**src/rtl/sem_flag_bank.sv**
```systemverilog
module sem_flag_bank #(
  parameter int NFLAGS = 8,
  localparam int IW = (NFLAGS > 1) ? $clog2(NFLAGS) : 1
) (
  input  logic          clk,
  input  logic          rst_n,
  input  logic          a_sel,
  input  logic [IW-1:0] a_idx,
  input  logic          a_wr,
  input  logic          a_din,
  output logic          a_stat,
  input  logic          b_sel,
  input  logic [IW-1:0] b_idx,
  input  logic          b_wr,
  input  logic          b_din,
  output logic          b_stat
);

  logic [NFLAGS-1:0] req_a, req_b, own_a, own_b;
  logic [NFLAGS-1:0] nreq_a, nreq_b, nown_a, nown_b;
  logic [NFLAGS-1:0] wa, wb;

  always_comb begin
    for (int i = 0; i < NFLAGS; i++) begin
      wa[i] = a_sel && a_wr && (a_idx == IW'(i));
      wb[i] = b_sel && b_wr && (b_idx == IW'(i));
      nreq_a[i] = wa[i] ? ~a_din : req_a[i];
      nreq_b[i] = wb[i] ? ~b_din : req_b[i];
      nown_a[i] = 1'b0;
      nown_b[i] = 1'b0;
      if (own_a[i] && nreq_a[i])      nown_a[i] = 1'b1;
      else if (own_b[i] && nreq_b[i]) nown_b[i] = 1'b1;
      else if (nreq_a[i])             nown_a[i] = 1'b1;
      else if (nreq_b[i])             nown_b[i] = 1'b1;
    end
  end

  always_ff @(posedge clk) begin
    if (!rst_n) begin
      req_a <= '0;
      req_b <= '0;
      own_a <= '0;
      own_b <= '0;
    end else begin
      req_a <= nreq_a;
      req_b <= nreq_b;
      own_a <= nown_a;
      own_b <= nown_b;
    end
  end

  assign a_stat = ~(a_sel & own_a[a_idx]);
  assign b_stat = ~(b_sel & own_b[b_idx]);

  for (genvar i = 0; i < NFLAGS; i++) begin : g_chk
    a_r3_single_owner: assert property (@(posedge clk) disable iff (!rst_n)
      !(own_a[i] && own_b[i]));
    a_r2_grant_free: assert property (@(posedge clk) disable iff (!rst_n)
      (a_sel && a_wr && !a_din && a_idx == IW'(i) && !own_b[i]) |=> own_a[i]);
    a_r4_keep_left: assert property (@(posedge clk) disable iff (!rst_n)
      (own_a[i] && !(a_sel && a_wr && a_din && a_idx == IW'(i))) |=> own_a[i]);
    a_r4_keep_right: assert property (@(posedge clk) disable iff (!rst_n)
      (own_b[i] && !(b_sel && b_wr && b_din && b_idx == IW'(i))) |=> own_b[i]);
    a_r5_handoff: assert property (@(posedge clk) disable iff (!rst_n)
      (own_a[i] && req_b[i] && a_sel && a_wr && a_din && a_idx == IW'(i) &&
       !(b_sel && b_wr && b_idx == IW'(i))) |=> own_b[i]);
    a_r6_left_first: assert property (@(posedge clk) disable iff (!rst_n)
      (!own_a[i] && !own_b[i] && a_sel && a_wr && !a_din && a_idx == IW'(i) &&
       b_sel && b_wr && !b_din && b_idx == IW'(i)) |=> (own_a[i] && req_b[i]));
  end

endmodule

```
**config.mk**
```make
export PLATFORM = sky130hd
export DESIGN_NAME = sem_flag_bank
export DESIGN_NICKNAME = d
export VERILOG_FILES = /design/src/rtl/sem_flag_bank.sv
export SDC_FILE = /design/constraint.sdc
export NUM_CORES = 1
export LEC_CHECK = 0
export ABC_CLOCK_PERIOD_IN_PS = 1100
export BUFFER_PORTS_ARGS = -buffer_cell sky130_fd_sc_hd__buf_2
export CORE_MARGIN = 5
export CORE_UTILIZATION = 31
export CTS_CLUSTER_DIAMETER = 120
export DETAILED_ROUTE_END_ITERATION = 8
export PLACE_DENSITY_LB_ADDON = 0.08
export SETUP_SLACK_MARGIN = 0.3
export SKIP_LAST_GASP = 1
export SYNTH_ARGS = -nofsm -noshare
export SYNTH_HDL_FRONTEND = slang
export SYNTH_SLANG_ARGS = --single-unit
```
**constraint.sdc**
```tcl
create_clock -name clk -period 1.1 [get_ports clk]
set_input_delay 0 -clock clk [delete_from_list [all_inputs] [get_ports clk]]
set_output_delay 0 -clock clk [all_outputs]
set_load 0.02 [all_outputs]
```
Yosys cells after proc, flatten, opt, wreduce, memory -nomap -nowiden --
Index checks and enable logic that the tools add are counted.
Word-level totals: bits in registers 32, input port bits 14, output and inout bits 2, logic and storage cells 146
Operators by class: $lt $le $gt $ge 2, equality and inequality tests 14, multiplexer cells 68, bitwise gates (word level) 7, reductions and logical operators 44
Operators by type and width (number):
- $mux 1 | 66
- $logic_and 1x1->1 | 34
- $eq 3x3->1 const B | 8
- $reduce_or 2->1 | 8
- $eq 3x2->1 const B | 4
- $lt 3x4->1 const B | 2
- $bmux 1 s3 | 2
- $eq 3x1->1 const B | 2
- $logic_not 3->1 | 2
- $not 1->1 | 5
- $and 1x1->1 | 2

Longest topological paths before layout --
depth in word-level cells 6, depth in mapped cells 5, gate-level depth less buffers 3

Least setup slack after synthesis --
Ideal clock, no wire load.
path kind register to output, start register own_a[7], end output a_stat, arrival time 1065 ps, required time 1100 ps, slack 35 ps, stages on the path, launching flop included 4, buffers on the path 0, path through dfxtp_1 > mux4_2 > nand2b_1 > nand4_1
Between the ends: word-level cells in the longest chain between the ends 4
RTL lines:
- start, declared | RTL line 19 | logic [NFLAGS-1:0] req_a, req_b, own_a, own_b;
- start signal, assigned | RTL line 47 | own_a <= nown_a;
- $bmux 1 s3 | RTL line 52 | assign a_stat = ~(a_sel & own_a[a_idx]);
- $mux 1 (not written as such) | RTL line 52
- $and 1x1->1 | RTL line 52
- $not 1->1 | RTL line 52
- end, declared | RTL line 11 | output logic a_stat,
No other way between the ends. The select of a mux whose other input is x is not followed.

Final worst setup path --
start register own_a[6], end output a_stat
The elaborated chain is that of the path after synthesis.

==> metrics.md <==
| Metric | Value |
|---|---|
| Status | finished, violations left |
| Failing checks | setup timing |
| Later-pin clock latency in the skew report | 280 ps |
| Fmax | 697.1 MHz |
| Nets | 266 |
| Die Width | 86.27 um |
| Post-CTS Hold Fix Bufs | 0 |
| Syn nets | 212 |
| Die H | 86.27 um |
| Pin count of the biggest net entering global routing | 11 |
| Fillers | 516 |
| Synth Instances | 198 |
| Routed via count | 1867 |
| Final core utilization | 0.4801 |
| Dpl cells | 316 |
| CP Capture Type | primary output |
| Post-synth EDFFs | 0 |
| Worst-path fanout max | 2 |
| Clock buffer depth | 2 |
| Most Crowded Layer GR | met2 |
| Worst Tran Pin Value | 355.9 ps |
| Met3 GRT Util | 0.03232 |
| Final HPWL DP | 4552 um |
| Root Driver | clkbuf_8 |
| Die area | 7442 um2 |
| Depth of the CTS H-tree | 2 |
| Commonest non-fill, non-tap cell in the layout | buf_4 |
| Final WL | 6015 um |
| Syn_area_per_cell | 9.106 um2 |
| Multi-input gate area | 1321 um2 |
| CTS Buf Count | 5 |
| Routed len/inst | 18.51 um |
| Final Instance Area | 2676 um2 |
| Endpoints failing setup | 2 |
| Commonest cells after routing, fill and taps aside | 41 x buf_4, 21 x nand2_1, 21 x dfxtp_1 |
| RSZ-0062 raised after global routing | yes |
| Pwr/cell area | 964.7 nW/um2 |
| Sequential area share after synthesis | 0.3553 |
| GR Util All Layers | 0.1655 |
| Met2 usage | 0.2649 |
| Core box area | 5574 um2 |
| Required @ worst endpoint | 1100 ps |
| Initial Util | 0.3235 |
| Worst EP arrival | 1430 ps |
| Number of global-route vias before repair | 1842 |
| Initial antenna violation count | 0 |
| Final worst path period share | 1.304 |
| CTS sink count | 32 |
| Worst setup SP type | flip-flop |
| Area delta synth->final | 48.44% |
| Non-Filler Instances | 325 |
| Tmin final | 1434 ps |
| # rows | 27 |
| Slowest CP cell | mux4_2 |
| Number of port buffers | 15 |
| DR iter-0 viols | 92 |
| Global route overflow | 0 |
| Register area | 656.9 um2 |
| Slew Limit Fails | 0 |
| Warnings from Yosys | 0 |
| Post-synth top area cell | dfxtp_1 |
| Final hold violations | 0 |
| Post-synthesis cell area | 1803 um2 |
| Placer Congestion | 0.8029 |
| #FFs+latches synth | 32 |
| Netlist cell types | 37 |
| DR vias/cell | 5.745 |
| Ant. Diodes | 0 |
| Ys async rst share | 0 |
| Worst VDD drop | 0.0006635 V |
| Drt drc | 0 |
| I/O pin count | 16 |
| Hold Path Class | primary input to flip-flop |
| Routed Antenna Nets | 0 |
| First-pass GRT wire length | 9653 um |
| CTS tree | built |
| Crit Path Class | flip-flop to primary output |
| Setup WS post-layout | -334.4 ps |
| Met1 Use GR | 0.2269 |
| CP Cell Sequence | mux4_2 -> nand2b_4 -> nand4_1 -> buf_4 |
| Crit-path max cell delay | 450 ps |
| Reg clk slew, reported paths | 70 ps |
| Placed cell area | 2346 um2 |
| Dominant synthesized flop cell | dfxtp_1 |
| # Max-Cap Violations | 0 |
| Final Skew | 2.192 ps |
| Slew headroom | 0.7627 |
| TritonRoute pass-1 iters | 5 |
| Share of cells above drive strength 1 | 0.4980 |
| Largest cells by area after synthesis | dfxtp_1 36%, a211oi_1 7.9%, o211ai_1 6.2% |
| Leak | 0.001124 uW |
| Yosys top cell area share | 0.3553 |
==> Yosys cell counts, types with 3 or more instances <==
| library cell | instances |
|---|---|
| a211oi_1 | 19 |
| buf_2 | 5 |
| buf_4 | 4 |
| buf_6 | 4 |
| dfxtp_1 | 32 |
| inv_1 | 9 |
| mux2i_1 | 3 |
| nand2_1 | 21 |
| nand2b_1 | 8 |
| nand3_1 | 12 |
| nor2b_1 | 11 |
| nor4_1 | 8 |
| nor4b_1 | 6 |
| o211a_1 | 6 |
| o211ai_1 | 15 |
| or3_1 | 4 |
==> metal layers <==
layer / up-vias / wire length, um
li1: 861 / -
met1: 917 / 2671
met2: 80 / 2850
met3: 9 / 417
met4: 0 / 76
met5: - / 0
==> flip-flops by register name, indices dropped and copies added, names as in the netlist <==
name and flops:
req_a 8, req_b 8, own_a 8, own_b 8
==> area by class of cell <==
type                       count  area share
sequential                    32      0.2454
clock buffer                   8     0.03366
timing repair buffer          61      0.1809
tap                           72     0.03366
inverter                       9     0.01262
multi-input combinational    143      0.4937
==> path summary, 6_finish.rpt <==
path / from / end / slack (ps) / depth (start not counted)
setup / recovery: own_a[6]$_SDFF_PN0_ / a_stat / -330 / 4
hold / removal: rst_n / req_b[7]$_SDFF_PN0_ / 140 / 3
setup reg to reg: own_a[4]$_SDFF_PN0_ / own_a[4]$_SDFF_PN0_ / 0 / 5
hold reg to reg: req_b[1]$_SDFF_PN0_ / req_b[1]$_SDFF_PN0_ / 490 / 2
==> through the flow <==
stage / hold WS (ps) / setup TNS, ps / total power [uW] / setup slack, ps
6_report: 140.8 / -650.0 / 2582 / -334.4
5_1_grt: 146.1 / -886.2 / 2676 / -373.3
4_1_cts: 131.4 / -656.3 / 2567 / -330.2
3_5_place_dp: 387.0 / -358.4 / 1598 / -91.21
3_3_place_gp: 386.0 / -371.2 / 1597 / -142.8
2_1_floorplan: 184.5 / 0 / 1429 / 59.19
==> critical path, delay by kind of cell (launching register included) <==
kind / cells / cell delay, ps
DFF: 1 / 330
and+or+nand+nor: 2 / 220
muxes: 1 / 450
buffers and inverters: 1 / 150
==> where the power goes <==
| part | internal [uW] | leakage, uW | switching, uW | total [uW] |
|---|---|---|---|---|
| sequential | 1170 | 0.000264 | 10.7 | 1180 |
| combinational | 195 | 0.000815 | 249 | 444 |
| clock | 511 | 0.0000455 | 445 | 955 |
==> cell families (layout without fill, tap and decap cells) <==
logic type | count (synthesis) | after routing | synth area share
mux | 5 | 5 | 0.04164
flops | 32 | 32 | 0.3553
compound gates | 50 | 50 | 0.2276
buf+inv | 23 | 78 | 0.08188
simple gates | 88 | 88 | 0.2936
==> what timing repair did <==
item	4_1_cts	5_1_grt
hold endpoints to repair	0	0
setup endpoints to repair	18	21
resized for setup	37	16
buffers inserted	0	1
pin swaps	9	7
Power figures use the tool's default switching activity.
